==> src/rtl/guard_pkg.sv <==
package guard_pkg;
    localparam int RATIO_W = 3;

    typedef struct packed {
        logic               src_ext;
        logic               edge_fall;
        logic               pre_to_wdt;
        logic [RATIO_W-1:0] ratio;
    } gcfg_t;

    localparam int CFG_W = $bits(gcfg_t);

    localparam gcfg_t CFG_RESET = '{
        src_ext:    1'b0,
        edge_fall:  1'b0,
        pre_to_wdt: 1'b1,
        ratio:      {RATIO_W{1'b1}}
    };
endpackage

==> src/rtl/guard_evtsel.sv <==
module guard_evtsel (
    input  logic clk,
    input  logic rst_n,
    input  logic src_ext,
    input  logic edge_fall,
    input  logic instr_tick,
    input  logic ext_pin,
    output logic src_evt
);
    typedef struct packed {
        logic pin_prev;
    } st_t;

    st_t  st_d, st_q;
    logic rise, fall;

    always_comb begin
        st_d          = st_q;
        st_d.pin_prev = ext_pin;
        rise          = ext_pin && !st_q.pin_prev;
        fall          = !ext_pin && st_q.pin_prev;
        src_evt       = src_ext ? (edge_fall ? fall : rise) : instr_tick;
    end

    always_ff @(posedge clk or negedge rst_n) begin
        if (!rst_n) st_q <= '0;
        else        st_q <= st_d;
    end
endmodule

==> src/rtl/guard_prescaler.sv <==
module guard_prescaler #(
    parameter int PRE_W   = 8,
    parameter int RATIO_W = 3
) (
    input  logic               clk,
    input  logic               rst_n,
    input  logic               in_evt,
    input  logic               clr,
    input  logic               to_wdt,
    input  logic [RATIO_W-1:0] ratio,
    output logic               hit
);
    typedef struct packed {
        logic [PRE_W-1:0] cnt;
    } st_t;

    st_t              st_d, st_q;
    logic [PRE_W-1:0] mask;
    int               lim;

    // watchdog side divides by 2^n, timer side by 2^(n+1)
    always_comb begin
        lim = int'(ratio) + (to_wdt ? 0 : 1);
        for (int i = 0; i < PRE_W; i++) mask[i] = (i < lim);
    end

    always_comb begin
        st_d = st_q;
        hit  = in_evt && ((st_q.cnt & mask) == mask);
        if (clr)         st_d.cnt = '0;
        else if (in_evt) st_d.cnt = st_q.cnt + 1'b1;
    end

    always_ff @(posedge clk or negedge rst_n) begin
        if (!rst_n) st_q <= '0;
        else        st_q <= st_d;
    end
endmodule

==> src/rtl/guard_wdog.sv <==
module guard_wdog #(
    parameter int TERM = 16
) (
    input  logic clk,
    input  logic rst_n,
    input  logic en,
    input  logic tick,
    input  logic clr,
    output logic wrap
);
    localparam int BW = $clog2(TERM + 1);
    localparam logic [BW-1:0] LAST = BW'(TERM - 1);

    typedef struct packed {
        logic [BW-1:0] base;
    } st_t;

    st_t  st_d, st_q;
    logic at_end;

    always_comb begin
        st_d   = st_q;
        at_end = (st_q.base == LAST);
        wrap   = en && !clr && tick && at_end;
        if (!en || clr) st_d.base = '0;
        else if (tick)  st_d.base = at_end ? '0 : st_q.base + 1'b1;
    end

    always_ff @(posedge clk or negedge rst_n) begin
        if (!rst_n) st_q <= '0;
        else        st_q <= st_d;
    end
endmodule

==> src/rtl/guard_tmr.sv <==
module guard_tmr #(
    parameter int W      = 8,
    parameter int SYNC_N = 2
) (
    input  logic         clk,
    input  logic         rst_n,
    input  logic         evt,
    input  logic         we,
    input  logic [W-1:0] wdata,
    input  logic         flag_clr,
    output logic [W-1:0] value,
    output logic         flag
);
    typedef struct packed {
        logic [SYNC_N-1:0] sh;
        logic [W-1:0]      cnt;
        logic              flag;
    } st_t;

    st_t               st_d, st_q;
    logic [SYNC_N-1:0] sh_next;
    logic              step, ovf;

    generate
        if (SYNC_N == 1) begin : g_one
            assign sh_next = evt;
        end else begin : g_many
            assign sh_next = {st_q.sh[SYNC_N-2:0], evt};
        end
    endgenerate

    always_comb begin
        st_d    = st_q;
        st_d.sh = sh_next;
        step    = st_q.sh[SYNC_N-1];
        ovf     = step && !we && (st_q.cnt == {W{1'b1}});
        if (we)        st_d.cnt = wdata;
        else if (step) st_d.cnt = st_q.cnt + 1'b1;
        if (ovf)           st_d.flag = 1'b1;
        else if (flag_clr) st_d.flag = 1'b0;
    end

    always_ff @(posedge clk or negedge rst_n) begin
        if (!rst_n) st_q <= '0;
        else        st_q <= st_d;
    end

    assign value = st_q.cnt;
    assign flag  = st_q.flag;
endmodule

==> src/rtl/guard_watchdog.sv <==
module guard_watchdog
    import guard_pkg::*;
#(
    parameter int TMR_W    = 8,
    parameter int PRE_W    = 8,
    parameter int WDT_TERM = 16,
    parameter int SYNC_N   = 2
) (
    input  logic             clk,
    input  logic             rst_n,
    input  logic             wdt_en,
    input  logic             wdt_tick,
    input  logic             sleep,
    input  logic             clr_wdt,
    input  logic             sleep_entry,
    input  logic             instr_tick,
    input  logic             ext_pin,
    input  logic             cfg_we,
    input  logic [CFG_W-1:0] cfg_wdata,
    input  logic             tmr_we,
    input  logic [TMR_W-1:0] tmr_wdata,
    input  logic             flag_clr,
    output logic [TMR_W-1:0] tmr_value,
    output logic             tmr_flag,
    output logic             reset_req,
    output logic             wake_req,
    output logic             to_n
);
    typedef struct packed {
        gcfg_t cfg;
        logic  to_n;
        logic  rst_req;
        logic  wake_req;
    } top_st_t;

    top_st_t st_d, st_q;
    gcfg_t   new_cfg;
    logic    wd_clr, psa, psa_flip;
    logic    src_evt, wrap, hit;
    logic    pre_in, pre_clr, timeout, tmr_evt;

    assign new_cfg  = gcfg_t'(cfg_wdata);
    assign wd_clr   = clr_wdt || sleep_entry;
    assign psa      = st_q.cfg.pre_to_wdt;
    assign psa_flip = cfg_we && (new_cfg.pre_to_wdt != psa);
    assign pre_in   = psa ? wrap : src_evt;
    assign pre_clr  = psa_flip || (psa && wd_clr);
    assign timeout  = psa ? hit : wrap;
    assign tmr_evt  = psa ? src_evt : hit;

    guard_evtsel u_sel (
        .clk        (clk),
        .rst_n      (rst_n),
        .src_ext    (st_q.cfg.src_ext),
        .edge_fall  (st_q.cfg.edge_fall),
        .instr_tick (instr_tick),
        .ext_pin    (ext_pin),
        .src_evt    (src_evt)
    );

    guard_wdog #(.TERM(WDT_TERM)) u_wdog (
        .clk   (clk),
        .rst_n (rst_n),
        .en    (wdt_en),
        .tick  (wdt_tick),
        .clr   (wd_clr),
        .wrap  (wrap)
    );

    guard_prescaler #(.PRE_W(PRE_W), .RATIO_W(RATIO_W)) u_pre (
        .clk    (clk),
        .rst_n  (rst_n),
        .in_evt (pre_in),
        .clr    (pre_clr),
        .to_wdt (psa),
        .ratio  (st_q.cfg.ratio),
        .hit    (hit)
    );

    guard_tmr #(.W(TMR_W), .SYNC_N(SYNC_N)) u_tmr (
        .clk      (clk),
        .rst_n    (rst_n),
        .evt      (tmr_evt),
        .we       (tmr_we),
        .wdata    (tmr_wdata),
        .flag_clr (flag_clr),
        .value    (tmr_value),
        .flag     (tmr_flag)
    );

    always_comb begin
        st_d          = st_q;
        st_d.rst_req  = timeout && !sleep;
        st_d.wake_req = timeout && sleep;
        if (cfg_we) st_d.cfg = new_cfg;
        if (wd_clr)       st_d.to_n = 1'b1;
        else if (timeout) st_d.to_n = 1'b0;
    end

    always_ff @(posedge clk or negedge rst_n) begin
        if (!rst_n) begin
            st_q.cfg      <= CFG_RESET;
            st_q.to_n     <= 1'b1;
            st_q.rst_req  <= 1'b0;
            st_q.wake_req <= 1'b0;
        end else begin
            st_q <= st_d;
        end
    end

    assign reset_req = st_q.rst_req;
    assign wake_req  = st_q.wake_req;
    assign to_n      = st_q.to_n;
endmodule

==> config.mk <==
export PLATFORM = sky130hd
export DESIGN_NAME = guard_watchdog
export DESIGN_NICKNAME = d
export VERILOG_FILES = /design/src/rtl/guard_pkg.sv /design/src/rtl/guard_evtsel.sv /design/src/rtl/guard_prescaler.sv /design/src/rtl/guard_wdog.sv /design/src/rtl/guard_tmr.sv /design/src/rtl/guard_watchdog.sv
export SDC_FILE = /design/constraint.sdc
export NUM_CORES = 1
export LEC_CHECK = 0
export BUFFER_PORTS_ARGS = -buffer_cell sky130_fd_sc_hd__buf_2
export CORE_MARGIN = 2
export CORE_UTILIZATION = 30
export CTS_CLUSTER_SIZE = 28
export DETAILED_ROUTE_END_ITERATION = 16
export PLACE_DENSITY_LB_ADDON = 0.05
export SYNTH_ARGS = -nofsm -noshare
export SYNTH_HDL_FRONTEND = slang
export SYNTH_HIERARCHICAL = 1
export SYNTH_SLANG_ARGS = --single-unit
export TNS_END_PERCENT = 100
==> constraint.sdc <==
create_clock -name clk -period 4.79 [get_ports clk]
set_input_delay 0.958 -clock clk [delete_from_list [all_inputs] [get_ports clk]]
set_output_delay 0.958 -clock clk [all_outputs]
set_load 0.02 [all_outputs]
==> results.toml, run 1 <==
[setup_path]
path_max_fanout = 7
startpoint_type = "primary input"
crit_start = "sleep_entry"
worstPathArrival_ps = 2790
rrSetupSlack_ps = 2530
crit_type = "primary input to flip-flop"
reg2reg_depth = 9
crit_path_end_kind = "flip-flop"
crit_required_ps = 4990
endpoint = "u_pre/st_q[6]"
worst_r2r_endpoint = "to_n"
r2r_start = "psa"

[power]
pwr_density_cell_nw_per_um2 = 316
intPower_mw = 0.471
p_sw_mw = 0.179
pwr-share-seq_pct = 51.8
swShare_pct = 27.6
comb_power_share_pct = 15.3
finalPower_mw = 0.651
pwr-share-clk_pct = 32.8
leakagePower_nw = 0.941
ir_worst_vdd_uv = 96.9

[synthesis]
seq_area_frac_synth_pct = 47.9
syn_avg_cell_area_um2 = 9.95
yosysWarningCount = 6
synth.top_cell.area_share_pct = 40.5
yosysTopAreaCell = "dfrtp_1"
synth_edf_count = 0
synth_most_common_cell = "dfrtp_1"
synthTopCellsByCount = "dfrtp_1, nand2_1, o21ai_0, nor2_1, buf_4"
synth_area_leaders = "dfrtp_1, dfstp_2, nand2_1, mux2_2, buf_4"
synth_fp_nets = 211
synth_cells = 180
async_flop_share_pct = 100
synth_cell_types = 39
synth-seq-cells = 34
synthFlopType = "dfrtp_1"
netlist_area_um2 = 1790

[timing]
fin_hold_ws_ps = 349
fmax_mhz = 386
skew_ps = 7.23
tightest_slew_ps = 1010
rsz0062_at_grt = "false"
hold_viol = 0
setup_viol = 0
drv_slew = 0
fin_crit_sh_pct = 54.2
max_slew_margin_pct = 32.1
finalCriticalPeriod_ps = 2590
finalWorstSetupSlack_ps = 2200
setup_tns_ps = 0

[cts]
cts_tree = "done"
cts_setup_buffers = 0
cts_root_buffer = "clkbuf_8"
path_clk_slew_ps = 70
cts_resized = 0
cts.sinks = 34
h-tree-depth = 2
numCtsBuffers = 5
postCtsHoldBufs = 0
clock_path_buffers = 2
clkLatencyLatePin_ps = 280

[floorplan]
die_width_um = 81.3
dieArea_um2 = 6600
start_util_pct = 30.6
io_pins = 38
core-area_um2 = 5850
row_count = 28
fp.dieH_um = 81.3

[cells_and_area]
fin_cells = 286
drive_gt1_share_pct = 28.4
antenna_cells = 0
area_delta_synth_final_pct = 15.0
fillers = 577
fin_nets = 241

[place]
gp_congestion = 0.841
io_buffers = 37
place_inst = 278
hpwl_um = 2660
dp_worst_setup_slack_ps = 1890

[flow_run]
drv_cap = 0

[global_route]
grt_first_pass_wirelength_um = 6020
antenna_found_initial = 0
grt.overflow.total = 0
track_usage_pct = 11.7
grt_pass1_vias = 1402
grt_max_degree = 35

[drt]
vias = 1376
drc = 0
antenna_left = 0
drtIter0Drc = 41
viasPerCell = 4.81
wirelength_um = 3570
first_pass_iters = 4
routedWlPerCell_um = 12.5

[hold_path]
holdCritPathClass = "flip-flop to flip-flop"
hold_start = "u_tmr/sh_next[1]"

[status]
status = "complete, no violations"
cells in the final DEF, fill, tap and decap left out, types with 2 or more instances in the layout:
cell      instances
mux2_2            7
o21ai_0          15
inv_1             6
xor2_1            6
nand3_1           8
nand2_1          25
dfstp_2           5
dfrtp_1          29
ha_1              5
nand3b_1          2
a21oi_1           7
nor2b_1           6
buf_2            37
or3_1             2
nand4_1           4
clkbuf_1          2
clkbuf_8          6
or4_1             3
mux2i_1           3
nor3_1            2
xnor2_1           4
nor2_1           12
kinds of logic (layout without fill, tap and decap cells):
| group | after synthesis | count (layout) | share of synthesized area [%] |
|---|---|---|---|
| AND/OR/NAND/NOR | 72 | 72 | 21.7 |
| flip-flops | 34 | 34 | 47.9 |
| AO/OA/AOI/OAI | 29 | 29 | 9.15 |
| buffers and inverters | 20 | 51 | 6.85 |
| XOR/XNOR | 10 | 10 | 4.89 |
| multiplexers | 10 | 10 | 6.08 |
| adder cells (fa/ha/maj) | 5 | 5 | 3.49 |
layout make-up:
class | instances | area (um2) | area share (%)
multi-input cells | 126 | 811 | 39.4
repair buffers | 37 | 185 | 8.99
well taps | 75 | 93.8 | 4.56
clock buffers | 8 | 90.1 | 4.37
flip-flops and latches | 34 | 857 | 41.6
inverters | 6 | 22.5 | 1.09
power by group through the flow:
stage / combinational, mW / clock (mW) / sequential, mW
after floorplan: 0.0826 / 0 / 0.334
after global placement: 0.0982 / 0 / 0.341
after detailed placement: 0.101 / 0 / 0.342
after CTS: 0.101 / 0.226 / 0.337
after global routing: 0.112 / 0.238 / 0.341
final: 0.0999 / 0.214 / 0.337
worst max-delay path, cell delays in order:
cell and delay, ps:
buf_2 90, or2_2 310, nand2b_1 250, nor3_1 240
mux2_2 310, nand4_1 170, or3_1 330, a21oi_1 140
worst min-delay path by stage:
stage,end,slack (ps),cells past startpoint
3_3_place_gp,u_tmr/st_q[10],330,0
5_1_grt,u_tmr/st_q[10],370,0
6_report,u_tmr/st_q[10],350,0
4_1_cts,u_tmr/st_q[10],350,0
3_5_place_dp,u_tmr/st_q[10],340,0
2_1_floorplan,u_tmr/st_q[10],330,0
flip-flops by register name (all words and copies together), names as in the netlist:
name and count:
u_tmr/value 8, st_q 5, u_tmr/sh_next 1, u_wdog/st_q 5, psa 1, reset_req 1
u_pre/st_q 8, wake_req 1, u_tmr/st_q 1, to_n 1, u_sel/st_q 1, u_tmr/flag 1
metrics by stage:
step	util, %	area (um2)
global placement	33.7	1970
detailed placement	33.7	1970
finish	35.2	2060
global route	35.2	2060
CTS	35.2	2060
floorplan	-	1790
metal layers:
layer	vias to the layer above	part of all wire [%]	wire (um)	global-route usage (%)
met5	-	0	0	0
met4	0	0.76	27	4.92
met3	2	5.3	190	3.22
met2	31	50	1790	21.3
met1	669	44	1560	12.8
li1	674	-	-	-
Power figures use the tool's default switching activity.
==> run 2, diff against run 1 <==
Clock period 4.79 ns to 2.2 ns, I/O delays scaled along.
==> run 2 against run 1 <==
Effect of this change: clock power is 120% higher; non-clock buffer count grew 5; first-iteration DRC count is 22% higher; routed wire length fell by 3.6%; critical path type is now flip-flop to flip-flop; critical endpoint is now to_n.
==> results.toml, run 2 (same netlist as run 1, synthesis figures left out) <==
[status]
status = "complete, no violations"

[place]
hpwl_um = 2570
gp_congestion = 0.778
dp_worst_setup_slack_ps = -32.4
postPlaceCellArea_um2 = 2010
io_buffers = 37

[floorplan]
core-area_um2 = 5850
io_pins = 38
die_width_um = 81.3
dieArea_um2 = 6600
row_count = 28
start_util_pct = 30.6
fp.dieH_um = 81.3

[timing]
fin_crit_sh_pct = 94.6
tightest_slew_ps = 767
hold_viol = 0
finalCriticalPeriod_ps = 2080
finalWorstSetupSlack_ps = 120
rsz0062_at_grt = "false"
skew_ps = 8.11
setup_viol = 0
drv_slew = 0
max_slew_margin_pct = 48.8
fmax_mhz = 481

[setup_path]
critical_path.top_delay_family = "adder cells"
startpoint_type = "flip-flop"
cp.buffers_inverters = 1
path_max_fanout = 4
critical_path.cell_chain = "inv_1, ha_1, ha_1, and2b_2, o21ai_0, nand2_1, a21oi_2, mux2i_1, a21o_1"
crit_path_end_kind = "flip-flop"
worstPathArrival_ps = 2300
cp_slowest_cell = "dfstp_2"
crit_required_ps = 2420
crit_type = "flip-flop to flip-flop"
slowest_delay_ps = 530
cpMostUsedCell = "ha_1"

[cells_and_area]
fin_nets = 246
area_delta_synth_final_pct = 17.4
drive_gt1_share_pct = 31.0
design_area_um2 = 2100
final_util_pct = 35.9
mostFrequentLayoutCells = "buf_2, dfrtp_1, nand2_1, o21ai_0, nor2_1"
antenna_cells = 0
fillers = 595
final_common_cell = "buf_2"

[cts]
cts_root_buffer = "clkbuf_8"
numCtsBuffers = 5
cts.sinks = 34
cts_tree = "done"
cts_setup_buffers = 0
clock_path_buffers = 2
path_clk_slew_ps = 70
h-tree-depth = 2
clkLatencyLatePin_ps = 280

[global_route]
antenna_found_initial = 0
track_usage_pct = 12.2
grt_first_pass_wirelength_um = 6140
grt.overflow.total = 0
grt_pass1_vias = 1372
grt_max_degree = 35

[drt]
vias = 1372
wirelength_um = 3440
drtIter0Drc = 50
routedWlPerCell_um = 11.8
first_pass_iters = 4
drc = 0
antenna_left = 0
viasPerCell = 4.71

[hold_path]
holdCritPathClass = "primary input to asynchronous set/reset pin"

[power]
ir_worst_vdd_uv = 326
leakagePower_nw = 0.967
pwr_density_cell_nw_per_um2 = 681

[flow_run]
drv_cap = 0
==> run 2: worst reg2reg max path, stage by stage, from the launching register on <==
cell     delay [ps]
dfstp_2         530
inv_1            40
ha_1            220
ha_1            320
and2b_2         200
o21ai_0         160
nand2_1          90
a21oi_2         130
mux2i_1         130
a21o_1          200
==> run 2: final cells by class <==
cell class                 count  area [um2]  share of cell area [%]
inverter                       6        22.5                    1.07
clock buffer                   7        86.3                    4.11
tap                           75        93.8                    4.46
sequential                    34         857                    40.8
clock inverter                 1        5.00                   0.238
timing repair buffer          42         223                    10.6
multi-input combinational    126         815                    38.7
==> run 2: per-layer routing <==
layer | vias to the layer above | global-route usage [%] | part of all wire (%)
li1 | 683 | - | -
met1 | 654 | 14.7 | 44
met2 | 28 | 19.8 | 49
met3 | 7 | 3.56 | 5.2
met4 | 0 | 6.27 | 2.2
met5 | - | 0 | 0
==> run 2: power breakdown <==
group | switching [mW] | leakage [nW] | internal, mW
combinational | 0.124 | 0.485 | 0.106
sequential | 0.0551 | 0.433 | 0.674
clock | 0.220 | 0.0482 | 0.252
==> run 2: timing repair <==
| action | in CTS | in global routing |
|---|---|---|
| gates resized for setup | 0 | 2 |
| endpoints found under the setup margin | 0 | 3 |
| hold buffers | 0 | 0 |
==> run 2: final timing paths <==
path / from / endpoint / slack, ps / cells after the start
max reg2reg: psa / to_n / 120 / 9
min in group clk: ext_pin / u_sel/st_q / 280 / 1
max: psa / to_n / 120 / 9
min: rst_n / u_sel/st_q / 230 / 1
max in group asynchronous: rst_n / u_pre/st_q[5] / 1470 / 1
min reg2reg: u_tmr/sh_next[1] / u_tmr/st_q[10] / 350 / 0
==> run 2: stage by stage <==
| stage | setup TNS (ps) | power, mW | std cells | hold slack (ps) |
|---|---|---|---|---|
| 3_5_place_dp | -32.4 | 0.972 | 283 | 335 |
| 5_1_grt | 0 | 1.54 | 291 | 267 |
| 3_3_place_gp | 0 | 0.967 | 283 | 337 |
| 2_1_floorplan | 0 | 0.907 | 180 | 144 |
| 4_1_cts | 0 | 1.46 | 291 | 256 |
| 6_report | 0 | 1.43 | 291 | 227 |
